### config.mk
export PLATFORM = sky130hd
export DESIGN_NAME = spr_smp_dma
export DESIGN_NICKNAME = d
export VERILOG_FILES = /design/src/rtl/dma_ctl_pkg.sv /design/src/rtl/dma_smp_trig.sv /design/src/rtl/dma_spr_seq.sv /design/src/rtl/spr_smp_dma.sv
export SDC_FILE = /design/constraint.sdc
export NUM_CORES = 1
export LEC_CHECK = 0
export BUFFER_PORTS_ARGS = -buffer_cell sky130_fd_sc_hd__buf_2
export CORE_MARGIN = 4
export CORE_UTILIZATION = 51
export CTS_BUF_LIST = sky130_fd_sc_hd__clkbuf_8
export DETAILED_ROUTE_END_ITERATION = 8
export HOLD_SLACK_MARGIN = 0.06
export PLACE_DENSITY = 0.82
export SYNTH_ARGS = -nofsm -noshare
export SYNTH_HDL_FRONTEND = slang
export SYNTH_SLANG_ARGS = --single-unit
### constraint.sdc
create_clock -name clk -period 2.3 [get_ports clk]
set_input_delay 0.23 -clock clk [delete_from_list [all_inputs] [get_ports clk]]
set_output_delay 0.23 -clock clk [all_outputs]
set_load 0.01 [all_outputs]
### src/rtl/dma_ctl_pkg.sv
package dma_ctl_pkg;

    typedef enum logic [1:0] {
        ST_IDLE = 2'd0,
        ST_HOLD = 2'd1,
        ST_RUN  = 2'd2
    } halt_st_t;

    typedef struct packed {
        logic        drive;
        logic        rd;
        logic [15:0] addr;
        logic [7:0]  wdata;
    } bus_req_t;

    localparam int RELOAD_STALL = 4;
    localparam int ENABLE_STALL = 3;

    // wait cycles in RUN before the sample read: stall minus dummy and read cycle
    function automatic logic [1:0] smp_pre_wait(input logic from_enable);
        return from_enable ? 2'(ENABLE_STALL - 2) : 2'(RELOAD_STALL - 2);
    endfunction

endpackage

### src/rtl/dma_smp_trig.sv
module dma_smp_trig
    import dma_ctl_pkg::*;
#(
    parameter int KICK_DLY = 2
) (
    input  logic clk,
    input  logic rst,
    input  logic reload_req,
    input  logic enable_hit,
    input  logic run,
    input  logic take,
    output logic armed,
    output logic ready,
    output logic fire
);
    localparam int CW = $clog2(KICK_DLY + 1);

    logic [CW-1:0] dly;
    logic [1:0]    wcnt;

    assign fire  = (dly == CW'(1));
    assign ready = armed && (wcnt == 2'd0);

    always_ff @(posedge clk) begin
        if (rst) begin
            dly   <= '0;
            armed <= 1'b0;
            wcnt  <= 2'd0;
        end else begin
            if (enable_hit)
                dly <= CW'(KICK_DLY);
            else if (dly != '0)
                dly <= dly - 1'b1;

            if ((reload_req || fire) && (!armed || take)) begin
                armed <= 1'b1;
                wcnt  <= smp_pre_wait(!reload_req);
            end else if (take) begin
                armed <= 1'b0;
            end else if (run && armed && wcnt != 2'd0) begin
                wcnt <= wcnt - 2'd1;
            end
        end
    end
endmodule

### src/rtl/dma_spr_seq.sv
module dma_spr_seq #(
    parameter int LEN = 256
) (
    input  logic        clk,
    input  logic        rst,
    input  logic        page_hit,
    input  logic [7:0]  page_in,
    input  logic        lock,
    input  logic        rd_step,
    input  logic        wr_step,
    input  logic [7:0]  rd_data,
    output logic        act,
    output logic        full,
    output logic        last,
    output logic [15:0] src_addr,
    output logic [7:0]  hold_byte
);
    localparam int CW = $clog2(LEN) + 1;

    logic [7:0]    page;
    logic [CW-1:0] cnt;

    assign last     = (cnt == CW'(LEN));
    assign src_addr = {page, 8'h00} + 16'(cnt);

    always_ff @(posedge clk) begin
        if (rst) begin
            page      <= 8'h00;
            cnt       <= '0;
            act       <= 1'b0;
            full      <= 1'b0;
            hold_byte <= 8'h00;
        end else if (page_hit && !lock) begin
            page <= page_in;
            act  <= 1'b1;
            cnt  <= '0;
            full <= 1'b0;
        end else begin
            if (rd_step) begin
                hold_byte <= rd_data;
                full      <= 1'b1;
                cnt       <= cnt + 1'b1;
            end
            if (wr_step) begin
                full <= 1'b0;
                if (last)
                    act <= 1'b0;
            end
        end
    end
endmodule

### src/rtl/spr_smp_dma.sv
module spr_smp_dma
    import dma_ctl_pkg::*;
#(
    parameter logic [15:0] PAGE_ADDR     = 16'h7F00,
    parameter logic [15:0] EN_ADDR       = 16'h7F01,
    parameter int          EN_BIT        = 4,
    parameter logic [15:0] SPR_PORT_ADDR = 16'h6004,
    parameter int          KICK_DLY      = 2,
    parameter int          SPR_LEN       = 256
) (
    input  logic        clk,
    input  logic        rst,
    input  logic [15:0] cpu_addr,
    input  logic [7:0]  cpu_wdata,
    input  logic        cpu_rd,
    input  logic        phase_get,
    output logic        cpu_rdy,
    output logic        dma_drive,
    output logic        dma_rd,
    output logic [15:0] dma_addr,
    output logic [7:0]  dma_wdata,
    input  logic [7:0]  bus_rdata,
    input  logic        smp_req,
    input  logic [15:0] smp_addr,
    output logic        smp_valid,
    output logic [7:0]  smp_data,
    output logic        spr_done
);
    halt_st_t st, st_nx;
    bus_req_t bus;

    logic page_hit, en_hit, run;
    logic smp_armed, smp_ready, smp_fire, smp_take;
    logic spr_act, spr_full, spr_last, spr_rd, spr_wr;
    logic busy_after;
    logic [15:0] spr_src;
    logic [7:0]  spr_byte;

    assign page_hit = !cpu_rd && (cpu_addr == PAGE_ADDR);
    assign en_hit   = !cpu_rd && (cpu_addr == EN_ADDR) && cpu_wdata[EN_BIT];
    assign run      = (st == ST_RUN);

    dma_smp_trig #(.KICK_DLY(KICK_DLY)) u_trig (
        .clk        (clk),
        .rst        (rst),
        .reload_req (smp_req),
        .enable_hit (en_hit),
        .run        (run),
        .take       (smp_take),
        .armed      (smp_armed),
        .ready      (smp_ready),
        .fire       (smp_fire)
    );

    dma_spr_seq #(.LEN(SPR_LEN)) u_seq (
        .clk       (clk),
        .rst       (rst),
        .page_hit  (page_hit),
        .page_in   (cpu_wdata),
        .lock      (run),
        .rd_step   (spr_rd),
        .wr_step   (spr_wr),
        .rd_data   (bus_rdata),
        .act       (spr_act),
        .full      (spr_full),
        .last      (spr_last),
        .src_addr  (spr_src),
        .hold_byte (spr_byte)
    );

    // sample wins the get cycle; alone it ignores the phase
    assign smp_take = run && smp_ready && (phase_get || !spr_act);
    assign spr_rd   = run && spr_act && !spr_full && phase_get && !smp_take;
    assign spr_wr   = run && spr_act && spr_full && !phase_get;

    assign busy_after = (spr_act && !(spr_wr && spr_last))
                      || (smp_armed && !smp_take)
                      || smp_req || smp_fire;

    always_comb begin
        st_nx = st;
        unique case (st)
            ST_IDLE: if (page_hit || smp_req || smp_fire) st_nx = ST_HOLD;
            ST_HOLD: if (cpu_rd) st_nx = ST_RUN;
            ST_RUN:  if (!busy_after) st_nx = ST_IDLE;
            default: st_nx = ST_IDLE;
        endcase
    end

    always_comb begin
        bus = '0;
        if (smp_take) begin
            bus.drive = 1'b1;
            bus.rd    = 1'b1;
            bus.addr  = smp_addr;
        end else if (spr_rd) begin
            bus.drive = 1'b1;
            bus.rd    = 1'b1;
            bus.addr  = spr_src;
        end else if (spr_wr) begin
            bus.drive = 1'b1;
            bus.rd    = 1'b0;
            bus.addr  = SPR_PORT_ADDR;
            bus.wdata = spr_byte;
        end
    end

    assign cpu_rdy   = (st == ST_IDLE);
    assign dma_drive = bus.drive;
    assign dma_rd    = bus.rd;
    assign dma_addr  = bus.addr;
    assign dma_wdata = bus.wdata;

    always_ff @(posedge clk) begin
        if (rst) begin
            st        <= ST_IDLE;
            smp_valid <= 1'b0;
            smp_data  <= 8'h00;
            spr_done  <= 1'b0;
        end else begin
            st        <= st_nx;
            smp_valid <= smp_take;
            if (smp_take)
                smp_data <= bus_rdata;
            spr_done  <= spr_wr && spr_last;
        end
    end
endmodule

Word level (Yosys, flattened, before mapping)
Index checks and enable logic that the tools add are counted.
{ "totals": {"reg_bits": 44, "word_cells": 99, "out_inout_bits": 37} }
{ "op_classes": {"n_eq_ne": 10, "n_addsub": 4, "n_reduce_logical": 51, "n_mux": 20, "n_bitwise": 1} }
{ "op_table": {"columns": ["op", "n"], "rows": [
  ["2-to-1 mux 18 bit", 2],
  ["== test 16 x 15 -> 1 bit, second input constant", 2],
  ["2-to-1 mux 26 bit", 1],
  ["logical AND 1 bit", 19],
  ["2-to-1 mux 2 bit", 9],
  ["adder 16 x 9 -> 16 bit", 1],
  ["2-to-1 mux 8 bit", 2],
  ["nonzero test 2 bit", 7],
  ["adder 9 x 1 -> 9 bit, second input constant", 1],
  ["== test 9 bit, second input constant", 1],
  ["logical NOT 1 bit", 8],
  ["logical OR 1 bit", 8],
  ["case mux 2 bit (3 select lines)", 1],
  ["AND reduction 2 bit", 3],
  ["2-to-1 mux 1 bit", 5],
  ["== test 2 x 1 -> 1 bit, second input constant", 2],
  ["logical NOT 2 bit", 2],
  ["!= test 2 x 1 -> 1 bit, second input constant", 2],
  ["!= test 2 bit, second input constant", 2],
  ["OR reduction 2 bit", 2],
  ["subtractor 2 x 1 -> 2 bit, second input constant", 2],
  ["AND reduction 3 bit", 1],
  ["OR reduction 3 bit", 1],
  ["== test 2 bit, second input constant", 1],
  ["inverter 1 bit", 1]
]} }

Longest topological paths before layout
Gate-level depths: netlist of run 1.
{ "depth": {"word_depth": 12, "ltp_mapped": 8} }

Hierarchy
Synthesis of run 1 repeated with hierarchy kept, for this count alone.
{ "unflattened": {"cells_unflattened": 285, "hier_area_um2": 2443.6} }
{ "by_module_without_submodules": {"columns": ["module", "cells_per_inst", "instances", "seq_area_each_um2", "area_each_um2"], "rows": [
  ["dma_spr_seq", 152, 1, 540.5, 1258.7],
  ["spr_smp_dma", 106, 1, 240.2, 924.6],
  ["dma_smp_trig", 27, 1, 100.1, 260.2]
]} }

Least setup slack after synthesis of run 1
No wires, ideal clock.
{ "synth_path": {"kind": "reg-to-output", "startpoint": "reg st[0]", "endpoint": "out dma_addr[12]", "path_slack_ns": 0.455, "required_time_ns": 2.070, "t_arrival_ns": 1.615, "n_path_buf": 2, "stages_incl_launch_ff": 6, "path_cell_list": "dfxtp_1 nand2b_4 or3_1 buf_2 clkbuf_1 o31ai_1"} }
{ "synth_between": {"elab_chain_cells": 7} }
{ "synth_rtl": {"columns": ["element", "line", "source"], "rows": [
  ["start, declared", "spr_smp_dma.sv:29", "halt_st_t st, st_nx;"],
  ["start signal, assigned", "spr_smp_dma.sv:121", "st <= st_nx;"],
  ["== test 2 bit (*)", "spr_smp_dma.sv:41", "assign run = (st == ST_RUN);"],
  ["logical AND 1 bit (on tied branches) (2 in a row)", "spr_smp_dma.sv:73, spr_smp_dma.sv:72", null],
  ["logical AND 1 bit / logical NOT 1 bit (equally long branches)", "spr_smp_dma.sv:73", "assign spr_rd = run && spr_act && !spr_full && phase_get && !smp_take;"],
  ["logical AND 1 bit", "spr_smp_dma.sv:73", null],
  ["2-to-1 mux 18 bit", "spr_smp_dma.sv:96", "end else if (spr_rd) begin"],
  ["2-to-1 mux 18 bit (*)", "spr_smp_dma.sv:92", "if (smp_take) begin"],
  ["end, declared", "spr_smp_dma.sv:20", "output logic [15:0] dma_addr,"]
]} }
Mark *: on every way between the ends. The rest lies on a longest branch, timed or not.

Worst setup path in the final report of run 1
{ "layout_path": {"startpoint": "reg u_seq.cnt[8]", "endpoint": "out dma_addr[14]"} }
{ "layout_between": {"elab_chain_cells": 3} }
{ "layout_rtl": {"columns": ["element", "line", "source"], "rows": [
  ["start, declared", "dma_spr_seq.sv:21", "logic [CW-1:0] cnt;"],
  ["start signal, assigned", "dma_spr_seq.sv:42", "cnt <= cnt + 1'b1;"],
  ["adder 16 x 9 -> 16 bit", "dma_spr_seq.sv:24", "assign src_addr = {page, 8'h00} + 16'(cnt);"],
  ["2-to-1 mux 18 bit", "spr_smp_dma.sv:96", null],
  ["2-to-1 mux 18 bit", "spr_smp_dma.sv:92", null]
]} }
No other way between the ends.

==> results.sh, run 1 <==
export IMPL_setup_viol=0
export IMPL_worstPathCellList="ha_1 -> ha_1 -> and3_1 -> nand3_1 -> xnor2_1 -> a221o_1 -> buf_2"
export IMPL_clkSinkCount=44
export IMPL_path_max_fanout=4
export IMPL_via_per_inst=5.91
export IMPL_worstPathArrival_ns=1.99
export IMPL_clockBufferDepth=2
export IMPL_worstReg2RegEnd="u_seq.cnt[6]$_SDFFE_PP0P_"
export IMPL_cts_inserted_buffers=5
export IMPL_required_ns=2.07
export IMPL_synth_cells=282
export IMPL_grt_max_degree=45
export IMPL_final_antenna_net_count=0
export IMPL_cp_slowest_stage_delay_ns=0.38
export IMPL_peakVddDrop_mv=0.338
export IMPL_vias=2496
export IMPL_hp_class="in -> reg"
export IMPL_drive_above_1_share=0.316
export IMPL_end_kind="primary output"
export IMPL_skew_ns=0.00331
export IMPL_final_hold_viol_count=0
export IMPL_synth_async_sr_flop_share=0
export IMPL_clock_root_buffer="clkbuf_8"
export IMPL_final_area_mm2=0.00300
export IMPL_grt_pass1_vias=2366
export IMPL_synth_top_area_frac=0.367
export IMPL_r2r_start="st[0]$_SDFFE_PP0P_"
export IMPL_yosysMostFrequentCell="dfxtp_1"
export IMPL_die_w_um=76.6
export IMPL_place_congestion=0.884
export IMPL_cp_buffers_inverters=1
export IMPL_powerDensity_mw_per_mm2=481
export IMPL_ys_seq_area_frac=0.367
export IMPL_status="finished clean"
export IMPL_yosysWarningCount=0
export IMPL_initial_core_util=0.539
export IMPL_wl_mm=6.50
export IMPL_core_mm2=0.00444
export IMPL_diodes=0
export IMPL_reg2reg_depth=5
export IMPL_cp_common_cell="ha_1"
export IMPL_holdPathStages=2
export IMPL_critical_path_class="reg -> out"
export IMPL_worstMarginPinSlew_ns=0.706
export IMPL_syn2layout_area_growth_pct=24.9
export IMPL_io_pins=90
export IMPL_ctsHtreeMaxLevel=2
export IMPL_period_share=0.966
export IMPL_cpMaxStageDelayCell="dfxtp_1"
export IMPL_place_hpwl_mm=4.68
export IMPL_drtIter0Drc=214
export IMPL_min_to="u_trig.dly[0]$_SDFFE_PP0P_"
export IMPL_netlist_area_mm2=0.00240
export IMPL_cp_start_kind="flop"
export IMPL_synth_nets=340
export IMPL_grt_util_all_layers=0.219
export IMPL_crit_family="adder cells"
export IMPL_wire_per_inst_um=15.4
export IMPL_grt_pass1_wl_mm=10.7
export IMPL_min_from="cpu_wdata[4]"
export IMPL_drcViolationCount=0
export IMPL_clock_fmax_mhz=450
export IMPL_grt_ovfl_total=0
export IMPL_clkTransAtPathRegs_ns=0.09
export IMPL_dpl_cell_area_mm2=0.00287
export IMPL_num_rows=24
export IMPL_synthFlopType="dfxtp_1"
export IMPL_setup_tns_ns=0
export IMPL_die_y_um=76.6
export IMPL_timing_slew_headroom=0.523
export IMPL_ys_types=48
export IMPL_rrSetupSlack_ns=0.37
export IMPL_cts_tree="done"
export IMPL_synth_edf_count=0
export IMPL_fin_nets=427
export IMPL_yosys_area_top_type="dfxtp_1"
export IMPL_min_period_ns=2.22
export IMPL_max_cap_violations=0
export IMPL_synth_seq_cells=44
export IMPL_antenna_found_initial=0
export IMPL_leakagePower_nw=1.30
export IMPL_syn_avg_cell_area_um2=8.50
export IMPL_dieArea_mm2=0.00586
export IMPL_yosys_top_cells_area="dfxtp_1, a21oi_1, nand2b_1"
export IMPL_slew_viol_final=0
export IMPL_io_buffer_count=89
export IMPL_ctsHoldBuffers=0
export IMPL_synthTopCellsByCount="dfxtp_1, a21oi_1, nand2_1"
export IMPL_drt_pass1_iterations=5
export IMPL_clk_latency_ns=0.30
-- placed cells by master, fill, tap and decap left out, drive strengths merged, types with 3 or more instances in the layout --
master,count
o21ai,12
a21oi,28
mux2i,8
dfxtp,44
nand4,5
a22o,11
nor2,13
ha,5
inv,8
nand3,17
nor3,3
or3,4
nand2,25
o31ai,8
clkbuf,6
a221o,3
and3,10
or4,8
nand2b,18
nor4,4
buf,99
xnor2,4
-- stage by stage --
stage	utilization	setup WS (ns)	cells	hold slack, ns	total power (W)
after global placement	0.646	0.388	411	0.439	0.000931
after global routing	0.674	-0.0202	422	0.160	0.00150
after floorplan	-	0.455	282	0.328	0.000862
after CTS	0.668	0.0248	419	0.140	0.00146
final	0.674	0.0773	422	0.144	0.00144
after detailed placement	0.646	0.326	411	0.446	0.000935
-- power by group --
| group | internal, W | leakage (nW) | switching [W] |
|---|---|---|---|
| clock network | 0.000243 | 0.0434 | 0.000278 |
| registers | 0.000770 | 0.356 | 0.0000101 |
| logic | 0.0000684 | 0.897 | 0.0000712 |
| total | 0.00108 | 1.30 | 0.000360 |
-- final cells by class --
type                            instances  area (um^2)
Clock buffer                            6         82.6
Clock inverter                          2         15.0
Fill cell                             376         1450
Inverter                                8         30.0
Multi-Input combinational cell        211         1400
Sequential cell                        44          882
Tap cell                               52         65.1
Timing Repair Buffer                   99          520
-- repair_timing --
item / 4_1_cts / 5_1_grt
gates resized for setup: 1 / 1
buffers inserted: 0 / 3
pin swaps: 0 / 1
setup endpoints to repair: 2 / 8
-- worst register-to-register path, delay by kind of cell (launching register included) --
kind,cells,cell delay (ns)
simple gates,3,1.08
compound gates,1,0.16
flops,1,0.40
buf+inv,1,0.23
-- registers in the layout, indices dropped and copies added (netlist names) --
register and cells:
smp_data 8, smp_valid 1, spr_done 1, st 2, u_seq.act 1, u_seq.cnt 9
u_seq.full 1, u_seq.hold_byte 8, u_seq.page 8, u_trig.armed 1, u_trig.dly 2, u_trig.wcnt 2
-- worst max path at each step --
stage	startpoint	to	slack (ns)	cells after the start
floorplan	st[0]$_SDFFE_PP0P_	dma_addr[12]	0.45	5
global placement	st[1]$_SDFFE_PP0P_	dma_addr[14]	0.39	6
detailed placement	st[1]$_SDFFE_PP0P_	dma_addr[14]	0.33	6
CTS	st[0]$_SDFFE_PP0P_	dma_addr[13]	0.02	6
global route	st[0]$_SDFFE_PP0P_	dma_addr[9]	-0.02	6
finish	u_seq.cnt[8]$_SDFFE_PP0P_	dma_addr[14]	0.08	7
-- kinds of logic after synthesis --
kind of cell	count (synthesis)	synth area share
AND/OR/NAND/NOR	119	0.301
AO/OA/AOI/OAI	73	0.199
flip-flops	44	0.367
buffers and inverters	27	0.0506
multiplexers	8	0.0334
XOR/XNOR	6	0.0219
adder cells (fa/ha/maj)	5	0.0261
-- routing by layer --
metal | track usage | part of all wire | up-vias | wire [um]
met5 | 0 | 0 | - | 0
met4 | 0.0815 | 0.013 | 0 | 87
met3 | 0.0603 | 0.087 | 8 | 563
met2 | 0.363 | 0.49 | 126 | 3160
met1 | 0.271 | 0.41 | 1155 | 2690
li1 | - | - | 1207 | -
No activity file was read; power rests on OpenSTA's default activity.
==> inputs of run 2 (changes only) <==
CELL_PAD_IN_SITES_DETAIL_PLACEMENT = 1   (was unset)
CELL_PAD_IN_SITES_GLOBAL_PLACEMENT = 2   (was unset)
CORE_ASPECT_RATIO = 1.4   (was unset)
CORE_UTILIZATION = 28   (was 51)
GPL_ROUTABILITY_DRIVEN = 1   (was unset)
PLACE_DENSITY = unset   (was 0.82)
PLACE_DENSITY_LB_ADDON = 0.1   (was unset)
==> run 2 against run 1 <==
Routed wire length increased by 20%. Count of clock-buffer cells in the layout decreased by 1. Sequential share of layout area decreased by 0.62 points. Clock skew increased by 0.0073 ns. Final area increased by 2.3%. Global-route usage decreased by 6.5 points. Sequential power decreased by 0.5%. Hold slack improved by 0.0059 ns. First-iteration DRC count decreased by 44%. Largest power group unchanged.
==> results.sh, run 2 (synthesized netlist as in run 1, its figures left out) <==
export IMPL_cp_start_kind="flop"
export IMPL_rrSetupSlack_ns=0.45
export IMPL_dieArea_mm2=0.0101
export IMPL_timing_final_ws_setup_ns=0.165
export IMPL_cts_tree="done"
export IMPL_worstPathCellList="ha_1 -> ha_1 -> and3_1 -> nand3_1 -> xnor2_1 -> a221o_1 -> buf_2"
export IMPL_grt_ovfl_total=0
export IMPL_worstReg2RegEnd="u_seq.cnt[4]$_SDFFE_PP0P_"
export IMPL_clockBufferDepth=2
export IMPL_num_rows=39
export IMPL_io_buffer_count=89
export IMPL_fin_nets=429
export IMPL_reg2reg_depth=5
export IMPL_cts_inserted_buffers=5
export IMPL_clk_latency_ns=0.30
export IMPL_ctsHtreeMaxLevel=2
export IMPL_pre_cts_slack_ns=0.286
export IMPL_worstMarginPinSlew_ns=0.442
export IMPL_end_kind="primary output"
export IMPL_final_hold_viol_count=0
export IMPL_path_max_fanout=4
export IMPL_initial_core_util=0.291
export IMPL_holdPathStages=2
export IMPL_via_per_inst=5.16
export IMPL_clkSinkCount=44
export IMPL_largest_reg_flops=9
export IMPL_cp_slowest_stage_delay_ns=0.37
export IMPL_final_antenna_net_count=0
export IMPL_required_ns=2.07
export IMPL_rsz0062_at_grt="false"
export IMPL_grt_pass1_wl_mm=12.6
export IMPL_skew_ns=0.0107
export IMPL_crit_family="flip-flops"
export IMPL_setup_viol=0
export IMPL_diodes=0
export IMPL_clock_root_buffer="clkbuf_8"
export IMPL_status="finished clean"
export IMPL_min_to="u_trig.dly[0]$_SDFFE_PP0P_"
export IMPL_antenna_found_initial=0
export IMPL_slew_viol_final=0
export IMPL_die_w_um=86.2
export IMPL_post_cts_buffers=0
export IMPL_hp_class="in -> reg"
export IMPL_max_cap_violations=0
export IMPL_top_register="u_seq.cnt"
export IMPL_leakagePower_nw=1.31
export IMPL_wire_per_inst_um=16.5
export IMPL_drt_pass1_iterations=4
export IMPL_cp_buffers_inverters=1
export IMPL_min_period_ns=2.14
export IMPL_cp_common_cell="ha_1"
export IMPL_peakVddDrop_mv=0.227
export IMPL_wl_mm=7.82
export IMPL_worstPathArrival_ns=1.91
export IMPL_core_mm2=0.00825
export IMPL_drtIter0Drc=119
export IMPL_layout_common_cells="buf_2, dfxtp_1, a21oi_1, nand2_1"
export IMPL_r2r_start="st[1]$_SDFFE_PP0P_"
export IMPL_io_pins=90
export IMPL_grt_pass1_vias=2550
export IMPL_setup_tns_ns=0
export IMPL_grt_max_degree=24
export IMPL_min_from="cpu_wdata[4]"
export IMPL_drive_above_1_share=0.323
export IMPL_syn2layout_area_growth_pct=27.8
export IMPL_critical_path_class="reg -> out"
export IMPL_powerDensity_mw_per_mm2=466
export IMPL_place_hpwl_mm=6.02
export IMPL_place_congestion=0.746
export IMPL_vias=2447
export IMPL_whs_ns=0.150
export IMPL_cpMaxStageDelayCell="dfxtp_2"
export IMPL_die_y_um=117
export IMPL_layout_commonest_cell="buf_2"
export IMPL_clkTransAtPathRegs_ns=0.09
export IMPL_clock_fmax_mhz=468
export IMPL_timing_slew_headroom=0.704
export IMPL_grt_util_all_layers=0.154
export IMPL_drcViolationCount=0
export IMPL_period_share=0.928
[run 2: cell types whose count changed in the layout (fill, tap and decap cells not counted)]
cell | before | now
buf_4 | 10 | 12
clkinvlp_4 | 2 | 0
clkinv_2 | 0 | 2
dfxtp_2 | 1 | 2
clkinv_4 | 0 | 1
clkbuf_8 | 6 | 5
dfxtp_1 | 43 | 42
[run 2: how the worst max path moves through the flow]
stage / from / endpoint / slack [ns] / cells past startpoint
after floorplan: st[0]$_SDFFE_PP0P_ / dma_addr[12] / 0.45 / 5
after global placement: st[1]$_SDFFE_PP0P_ / dma_addr[1] / 0.30 / 6
after detailed placement: st[1]$_SDFFE_PP0P_ / dma_addr[1] / 0.29 / 6
after CTS: st[1]$_SDFFE_PP0P_ / dma_addr[1] / 0.05 / 6
after global routing: u_seq.cnt[8]$_SDFFE_PP0P_ / dma_addr[14] / 0.03 / 7
final: u_seq.cnt[8]$_SDFFE_PP0P_ / dma_addr[14] / 0.16 / 7
[run 2: stage by stage]
step / total power [W] / util / instance area [um^2] / instances
2_1_floorplan: 0.000862 / - / 2400 / 282
4_1_cts: 0.00146 / 0.371 / 3060 / 474
5_1_grt: 0.00150 / 0.372 / 3060 / 474
3_3_place_gp: 0.000943 / 0.360 / 2970 / 466
3_5_place_dp: 0.000947 / 0.360 / 2970 / 466
6_report: 0.00143 / 0.372 / 3060 / 474
[run 2: area by class of cell]
| type | instances | area [um^2] |
|---|---|---|
| clock buffers | 5 | 68.8 |
| clock inverters | 3 | 18.8 |
| fillers | 1029 | 5180 |
| flip-flops and latches | 44 | 883 |
| multi-input cells | 211 | 1400 |
| repair buffers | 101 | 536 |
| well taps | 102 | 128 |
| inverters | 8 | 30.0 |
[run 2: repair_timing]
item	in CTS	in global routing
gates resized for setup	1	2
hold buffers	0	0
cloned	0	0
endpoints found under the setup margin	7	8
[run 2: routing by layer]
metal  vias up  GRT usage  share of wire  routed length (um)
met5         -          0              0                   0
met4         0     0.0351         0.0073                  57
met3         5     0.0399          0.053                 411
met2        52      0.286           0.53                4120
met1      1178      0.173           0.41                3230
li1       1212          -              -                   -
[run 2: power breakdown]
part | internal, W | switching, W
clock | 0.000212 | 0.000289
sequential | 0.000770 | 0.00000649
combinational | 0.0000711 | 0.0000792
